**src/rtl/pulse_count_corrector.sv**
```systemverilog
module pulse_count_corrector #(
  parameter int W          = 16,
  parameter int SHIFT_BASE = 5
) (
  input  logic         clk,
  input  logic         rst_n,
  input  logic         clr,
  input  logic         cap_stb,
  input  logic         pls_stb,
  input  logic [1:0]   mul_sel,
  input  logic         stop_en,
  output logic [W-1:0] cnt_o,
  output logic         pls_o
);

  logic [W-1:0] edge_q, tgt_q, cnt_q, product;
  logic         halted;

  assign product = edge_q << (SHIFT_BASE + int'(mul_sel));
  assign halted  = stop_en && (cnt_q == tgt_q);
  assign pls_o   = pls_stb && !halted;
  assign cnt_o   = cnt_q;

  always_ff @(posedge clk or negedge rst_n) begin
    if (!rst_n) begin
      edge_q <= '0;
      tgt_q  <= '0;
      cnt_q  <= '0;
    end else if (clr) begin
      edge_q <= '0;
      tgt_q  <= '0;
      cnt_q  <= '0;
    end else begin
      if (cap_stb) begin
        tgt_q  <= product;
        edge_q <= edge_q + 1'b1;
      end
      if (pls_o) cnt_q <= cnt_q + 1'b1;
    end
  end

endmodule

```
**config.mk**
```make
export PLATFORM = sky130hd
export DESIGN_NAME = pulse_count_corrector
export DESIGN_NICKNAME = d
export VERILOG_FILES = /design/src/rtl/pulse_count_corrector.sv
export SDC_FILE = /design/constraint.sdc
export NUM_CORES = 1
export LEC_CHECK = 0
export CAP_MARGIN = 40
export CORE_UTILIZATION = 50
export CTS_CLUSTER_DIAMETER = 100
export DETAILED_ROUTE_END_ITERATION = 10
export GPL_ROUTABILITY_DRIVEN = 0
export PLACE_DENSITY = 0.81
export RECOVER_POWER = 25
export SLEW_MARGIN = 20
export SYNTH_ARGS = -nofsm -noshare
export SYNTH_HDL_FRONTEND = slang
export SYNTH_SLANG_ARGS = --single-unit
```
**constraint.sdc**
```tcl
create_clock -name clk -period 5.5 [get_ports clk]
set_input_delay 1.1 -clock clk [delete_from_list [all_inputs] [get_ports clk]]
set_output_delay 1.1 -clock clk [all_outputs]
set_load 0.05 [all_outputs]
```
Yosys cells after proc, flatten, opt, wreduce, memory -nomap -nowiden. Index checks and enable logic that the tools add are counted.

Add/subtract/negate cells: 3. Multipliers: 0. Div/mod/pow operators: 0. Magnitude comparators: 0. Equality and inequality tests: 1. Shift-type cells: 1. Muxes and demuxes: 6. Bitwise logic cells: 0. Reductions and logical operators: 5.

Operators with widths (number): 16-bit 2-to-1 mux (6); 16-bit by 1-bit adder with 16-bit output (second input constant) (2); 16-bit equality test (1); 16-bit by 4-bit << shifter with 16-bit output (1); 3-bit by 2-bit adder with 4-bit output (first input constant) (1); 2-bit nonzero test (2); 1-bit logical AND (2); 1-bit logical NOT (1).

Register bits: 48. Bits in latches: 0. Memory bits (writable): 0. ROM bits: 0. Input port bits: 8. Logic and storage cells: 19. Memories kept: 0.

Logic depth before layout (Yosys ltp). Gate-level depths: netlist (run 1).

Word-level depth: 6. Depth in mapped cells: 8. Depth with buffers taken out: 6.

Worst setup path before layout (run 1). No wires, ideal clock.

Path type: register to output. Start: register cnt_q[7], in the netlist cnt_o[7]. End: output port pls_o. Arrival time: 1.845 ns. Data required time: 4.400 ns. Path slack: 2.555 ns. Cell stages (with the launch flop): 6. Path buffers: 0. Path through: dfrtp_1 > xor2_1 > nor4_2 > nand4_2 > o21ai_1 > inv_1.

Word-level cells in the longest chain between the ends: 4.

RTL lines: start, declared (RTL line 16) `logic [W-1:0] edge_q, tgt_q, cnt_q, product;`; start signal, assigned (RTL line 38) `if (pls_o) cnt_q <= cnt_q + 1'b1;`; 16-bit equality test (RTL line 20) `assign halted = stop_en && (cnt_q == tgt_q);`; 1-bit logical AND (RTL line 20); 1-bit logical NOT (RTL line 21) `assign pls_o = pls_stb && !halted;`; 1-bit logical AND (RTL line 21); end, declared (RTL line 13) `output logic pls_o`.

No other way between the ends.

Worst setup path in the final report (run 1).
Start: input port stop_en. End: output port pls_o.

Word-level cells in the longest chain between the ends: 3.

RTL lines: start, declared (RTL line 11) `input logic stop_en,`; 1-bit logical AND (RTL line 20); 1-bit logical NOT (RTL line 21); 1-bit logical AND (RTL line 21).

No other way between the ends.

==> results of run 1 <==
[power by group through the flow]
stage | Clock [mW] | Sequential (mW) | Combinational, mW
after floorplan | 0 | 0.351 | 0.0579
after global placement | 0 | 0.346 | 0.0879
after detailed placement | 0 | 0.346 | 0.0943
after CTS | 0.187 | 0.339 | 0.0945
after global routing | 0.200 | 0.340 | 0.101
final | 0.181 | 0.339 | 0.0906
[critical path, stage by stage]
cell             delay (ns)
clkdlybuf4s50_1        0.47
nand2_1                0.11
o21ai_1                0.31
inv_1                  0.07
clkdlybuf4s50_1        0.70
[cells in the final DEF (no fill, tap or decap), types with 3 or more instances in the layout]
| master | n |
|---|---|
| ha_1 | 3 |
| nand3_1 | 6 |
| mux2_4 | 3 |
| mux2i_1 | 15 |
| clkdlybuf4s50_1 | 23 |
| nor2_1 | 43 |
| mux4_2 | 6 |
| a211oi_1 | 6 |
| o21ai_0 | 7 |
| o31ai_1 | 3 |
| clkbuf_8 | 5 |
| xnor2_1 | 4 |
| a21oi_1 | 7 |
| or3_1 | 4 |
| mux2_2 | 7 |
| nor4_2 | 3 |
| and3_1 | 3 |
| and2_1 | 4 |
| xor2_1 | 24 |
| dfrtp_1 | 44 |
| nand4_1 | 5 |
| or4_1 | 3 |
| nor3_1 | 5 |
| nand2_1 | 16 |
| nor2b_1 | 9 |
[sequential cells by signal (all words and copies together) (netlist names)]
name    flops
edge_q     12
tgt_q      16
cnt_o      16
[metrics by stage]
step	cell area [um^2]	std cells
final	2980	350
after global routing	2980	350
after CTS	3010	350
after detailed placement	2940	345
after global placement	2890	343
after floorplan	2640	264
[path summary, 6_finish.rpt]
| kind | from | endpoint | slack (ns) |
|---|---|---|---|
| worst min register to register | tgt_q[2]$_DFFE_PN0P_ | tgt_q[2]$_DFFE_PN0P_ | 0.52 |
| min in group asynchronous | rst_n | cnt_o[3]$_DFFE_PN0P_ | 1.02 |
| max in group asynchronous | rst_n | tgt_q[13]$_DFFE_PN0P_ | 2.77 |
| worst max-delay path | stop_en | pls_o | 1.64 |
| worst max register to register | cnt_o[7]$_DFFE_PN0P_ | cnt_o[11]$_DFFE_PN0P_ | 3.41 |
| worst min-delay path | tgt_q[2]$_DFFE_PN0P_ | tgt_q[2]$_DFFE_PN0P_ | 0.52 |
[routing by layer]
metal  track usage, %  up-vias  share of wire (%)
met5                0        -                  0
met4             6.29        0                1.0
met3             4.95        4                4.8
met2             35.6       58                 50
met1             27.6      956                 44
li1                 -      958                  -
[area by class of cell]
class | instances | share of cell area, %
clock buffer | 5 | 2.31
sequential | 44 | 36.9
tap | 70 | 2.94
multi-input combinational | 201 | 48.7
inverter | 3 | 0.378
timing repair buffer | 27 | 8.73
[cell usage after synthesis (all sizes together), types with 7 or more instances]
library cell / number / area (um^2)
a21oi: 7 / 35.0
buf: 8 / 42.5
clkbuf: 8 / 31.3
dfrtp: 44 / 1100
mux2: 10 / 124
mux2i: 15 / 150
nand2: 16 / 60.1
nor2: 44 / 173
nor2b: 9 / 56.3
o21ai: 8 / 40.0
xor2: 24 / 210
[kinds of logic after synthesis]
| group | count (synthesis) |
|---|---|
| and+or+nand+nor | 111 |
| xor gates and xnor gates | 28 |
| muxes | 31 |
| DFF | 44 |
| adders and majority gates | 3 |
| buffers and inverters | 19 |
| AOI/OAI and AO/OA | 28 |
==> flow_summary_export.csv, run 1 <==
group,metric,value,unit
cells_and_area,finish.utilization,58.4,%
cells_and_area,multi_input_area,1450,um^2
yosys,synthSimpleGateAreaFrac,22.2,%
yosys,synth_warnings,0,
die,design.die.area,5570,um^2
placed_design,dp_hpwl,3.80,mm
cts,cts.path.max_buffers,2,
drt,wl_per_cell,14.9,um
yosys,yosys-mux-area-fraction,15.5,%
drt,viasPerCell,5.65,
pwr,comb_power_share,14.8,%
cts,cts_made_buffers,5,
setup_path,cp-start-kind,"input pin",
cts,cts_tree,"done",
pwr,total_power,0.611,mW
pwr,p_clk_share,29.7,%
yosys,ys_seq_elements,44,
timing,maxSlewHeadroom,16.6,%
pwr,p_sw,0.165,mW
cts,post_cts_buffers,0,
global_route,grt_pass1_vias,1891,
timing,fin_setup_tns,0,ns
yosys,synth-compound-area-share,6.59,%
cells_and_area,drive_gt1_share,11.4,%
drt,drc,0,
timing,fmax,259,MHz
cts,clk_latency,0.29,ns
timing,min_period,3.86,ns
yosys,ys_types,42,
drt,first_pass_iters,4,
yosys,synthesis.area,2640,um^2
timing,grt_setup_unrepaired,"no",
drt,drt_iter0_drc,119,
timing,clock_skew,0.00872,ns
timing,hold_viol,0,
yosys,syn_nets,275,
cts,cts.clk_slew.worst_paths,0.07,ns
setup_path,worstSetupPathType,"input pin to primary output",
timing,setup_viol_count_final,0,
global_route,overflow,0,
yosys,synth-seq-area-share,41.7,%
die,initial_utilization,51.6,%
cts,ctsResizeCount,0,
setup_path,endpoint_kind,"primary output",
yosys,synth_xor_area_share,9.30,%
die,core-area,5110,um^2
pwr,power_leakage,1.33,nW
drt,vias,1976,
global_route,grt.total_usage,21.3,%
setup_path,worstRegToRegCells,6,
run_status,run_status,"finished clean",
global_route,antenna_found_initial,0,
setup_path,critPathRequiredTime,4.40,ns
timing,setup_ws,1.64,ns
drt,ant_nets,0,
worst_hold_path,hold_path.class,"register to register",
global_route,grt_max_degree,51,
pwr,ir_drop,135,uV
cts,htree_levels,2,
pwr,pwr-share-seq,55.5,%
yosys,synth_top_family_by_area,"simple AND/OR/NAND/NOR gates",
placed_design,post-place-ws,1.63,ns
cells_and_area,nets,293,
die,fp.dieW,74.6,um
die,row_count,26,
die,die_y,74.6,um
timing,finalCritPeriodShare,70.1,%
placed_design,portBuffers,24,
yosys,synth_edf_count,0,
yosys,avgSynthCellArea,9.99,um^2
run,drv_cap,0,
timing,drv_slew,0,
cts,cts.root.buffer_cell,"clkbuf_8",
yosys,synthAdderAreaFrac,1.42,%
cts,numClockSinks,44,
timing,tightest_slew,1.25,ns
cells_and_area,register_area,1100,um^2
worst_hold_path,whs_path_depth,1,
pwr,p_int,0.447,mW
yosys,async_flop_share,100,%
yosys,postSynthCellCount,264,
cells_and_area,antenna_cells,0,
setup_path,cp_data_arrival_time,2.76,ns
cts,ctsHoldBuffers,0,
cells_and_area,nFillCells,448,
die,ios,25,
drt,wl,5.21,mm
global_route,grt_pass1_wl,8.87,mm
pwr,power_density,205,nW/um^2
cells_and_area,area_delta_synth_final,13.0,%
yosys,synth_ff_type,"dfrtp_1",
setup_path,path_max_fanout,3,
pwr,switching_share,26.9,%
timing,hold_ws,0.517,ns
No activity file was read; power rests on OpenSTA's default activity.
==> inputs of run 2 (changes only) <==
==> constraint.sdc (replaced) <==
create_clock -name clk -period 3.9 [get_ports clk]
set_input_delay 0.78 -clock clk [delete_from_list [all_inputs] [get_ports clk]]
set_output_delay 0.78 -clock clk [all_outputs]
set_load 0.05 [all_outputs]
==> flow_summary_export.csv, run 2 (same netlist as run 1, synthesis figures left out) <==
group,metric,value,unit
run_status,run_status,"finished clean",
cts,ctsHoldBuffers,0,
cells_and_area,finish.utilization,58.9,%
die,fp.dieW,74.6,um
cells_and_area,area_delta_synth_final,14.1,%
cts,cts_tree,"done",
placed_design,portBuffers,24,
pwr,ir_drop,187,uV
setup_path,rr_startpoint,"cnt_o[2]$_DFFE_PN0P_",
timing,min_period,3.33,ns
drt,ant_nets,0,
drt,drt_iter0_drc,51,
setup_path,crit-reg2reg-capture,"cnt_o[15]$_DFFE_PN0P_",
drt,drc,0,
setup_path,cp-endpoint,"pls_o",
cells_and_area,antenna_cells,0,
cells_and_area,final_area,3010,um^2
drt,wl,5.35,mm
cells_and_area,layout.cells.most_common,"dfrtp_1",
die,initial_utilization,51.6,%
timing,setup_viol_count_final,0,
setup_path,endpoint_kind,"primary output",
placed_design,placed_cells,346,
timing,finalCritPeriodShare,85.4,%
cts,cts.clk_slew.worst_paths,0.08,ns
cts,cts_made_buffers,5,
die,row_count,26,
drt,viasPerCell,5.54,
global_route,grt_pass1_wl,9.05,mm
cells_and_area,finalNonFillerCells,354,
cells_and_area,final_cell_mix,"dfrtp_1 (44), nor2_1 (43), xor2_1 (24)",
setup_path,reg2reg_setup_slack,1.81,ns
global_route,grt.total_usage,21.8,%
timing,fin_setup_tns,0,ns
setup_path,cp_data_arrival_time,2.55,ns
cts,cts.path.max_buffers,2,
placed_design,dp_hpwl,3.91,mm
global_route,antenna_found_initial,0,
timing,clock_skew,0.00460,ns
setup_path,path_max_fanout,7,
cells_and_area,drive_gt1_share,12.7,%
drt,first_pass_iters,4,
cts,post_cts_buffers,0,
drt,wl_per_cell,15.1,um
timing,fmax,300,MHz
setup_path,startpoint,"cnt_o[3]$_DFFE_PN0P_",
setup_path,worstRegToRegCells,6,
setup_path,worstSetupPathType,"register to primary output",
timing,hold_ws,0.519,ns
die,ios,25,
run,drv_cap,0,
worst_hold_path,hold_path.class,"register to register",
timing,grt_setup_unrepaired,"no",
global_route,grt_pass1_vias,1948,
setup_path,critPathRequiredTime,3.12,ns
setup_path,critPathMaxStageDelay,0.70,ns
global_route,overflow,0,
timing,hold_viol,0,
die,core-area,5110,um^2
setup_path,crit_slowest_cell,"clkdlybuf4s50_1",
pwr,power_density,303,nW/um^2
cells_and_area,nets,294,
drt,vias,1962,
timing,drv_slew,0,
setup_path,path_cells,"xor2_1, nor4_2, nand4_2, o21ai_1, inv_1, clkdlybuf4s50_1",
timing,maxSlewHeadroom,7.71,%
placed_design,placed_cell_area,2930,um^2
timing,tightest_slew,1.38,ns
cts,ctsResizeCount,0,
global_route,grt_max_degree,50,
cts,htree_levels,2,
cts,clk_latency,0.30,ns
cts,cts.root.buffer_cell,"clkbuf_8",
pwr,power_leakage,1.33,nW
cts,numClockSinks,44,
die,die_y,74.6,um
setup_path,cp-start-kind,"register",
die,design.die.area,5570,um^2
[run 2: cell types whose count changed in the layout (fill, tap and decap cells not counted), sizes merged]
cell,change
buf,+1
clkinvlp,+2
clkbuf,+1
[run 2: per-stage QoR]
stage,worst slack [ns],power (mW)
global placement,0.745,0.612
global route,0.437,0.953
floorplan,1.27,0.576
finish,0.568,0.911
detailed placement,0.712,0.618
CTS,0.535,0.923
[run 2: worst max-delay path: cells and delay by family, from the launching register on]
kind / cells / cell delay [ns]
XOR/XNOR: 1 / 0.20
AO/OA/AOI/OAI: 1 / 0.29
buffers and inverters: 2 / 0.77
flip-flops: 1 / 0.46
AND/OR/NAND/NOR: 2 / 0.52
[run 2: metal layers]
layer | track usage [%] | share of wire [%] | vias up
li1 | - | - | 962
met1 | 26.2 | 46 | 961
met2 | 39.6 | 50 | 33
met3 | 5.35 | 3.3 | 6
met4 | 4.61 | 0.79 | 0
met5 | 0 | 0 | -
[run 2: power by group]
group          switching, mW  internal, mW  total, mW
clock network          0.161         0.143      0.305
registers             0.0131         0.466      0.479
logic                 0.0795        0.0477      0.127
total                  0.254         0.657      0.911
[run 2: worst min path at each step]
stage / from / endpoint / slack (ns) / depth (start not counted)
floorplan: tgt_q[0]$_DFFE_PN0P_ / tgt_q[0]$_DFFE_PN0P_ / 0.47 / 1
CTS: rst_n / tgt_q[15]$_DFFE_PN0P_ / 0.42 / 1
global placement: tgt_q[3]$_DFFE_PN0P_ / tgt_q[3]$_DFFE_PN0P_ / 0.49 / 1
global route: tgt_q[0]$_DFFE_PN0P_ / tgt_q[0]$_DFFE_PN0P_ / 0.54 / 1
finish: tgt_q[3]$_DFFE_PN0P_ / tgt_q[3]$_DFFE_PN0P_ / 0.52 / 1
detailed placement: tgt_q[0]$_DFFE_PN0P_ / tgt_q[0]$_DFFE_PN0P_ / 0.50 / 1
[run 2: cell type report]
| class | instances | area (um^2) |
|---|---|---|
| Sequential cell | 44 | 1100 |
| Fill cell | 457 | 2100 |
| Tap cell | 70 | 87.6 |
| Clock inverter | 2 | 15.0 |
| Timing Repair Buffer | 28 | 260 |
| Multi-Input combinational cell | 201 | 1450 |
| Clock buffer | 6 | 82.6 |
| Inverter | 3 | 11.3 |
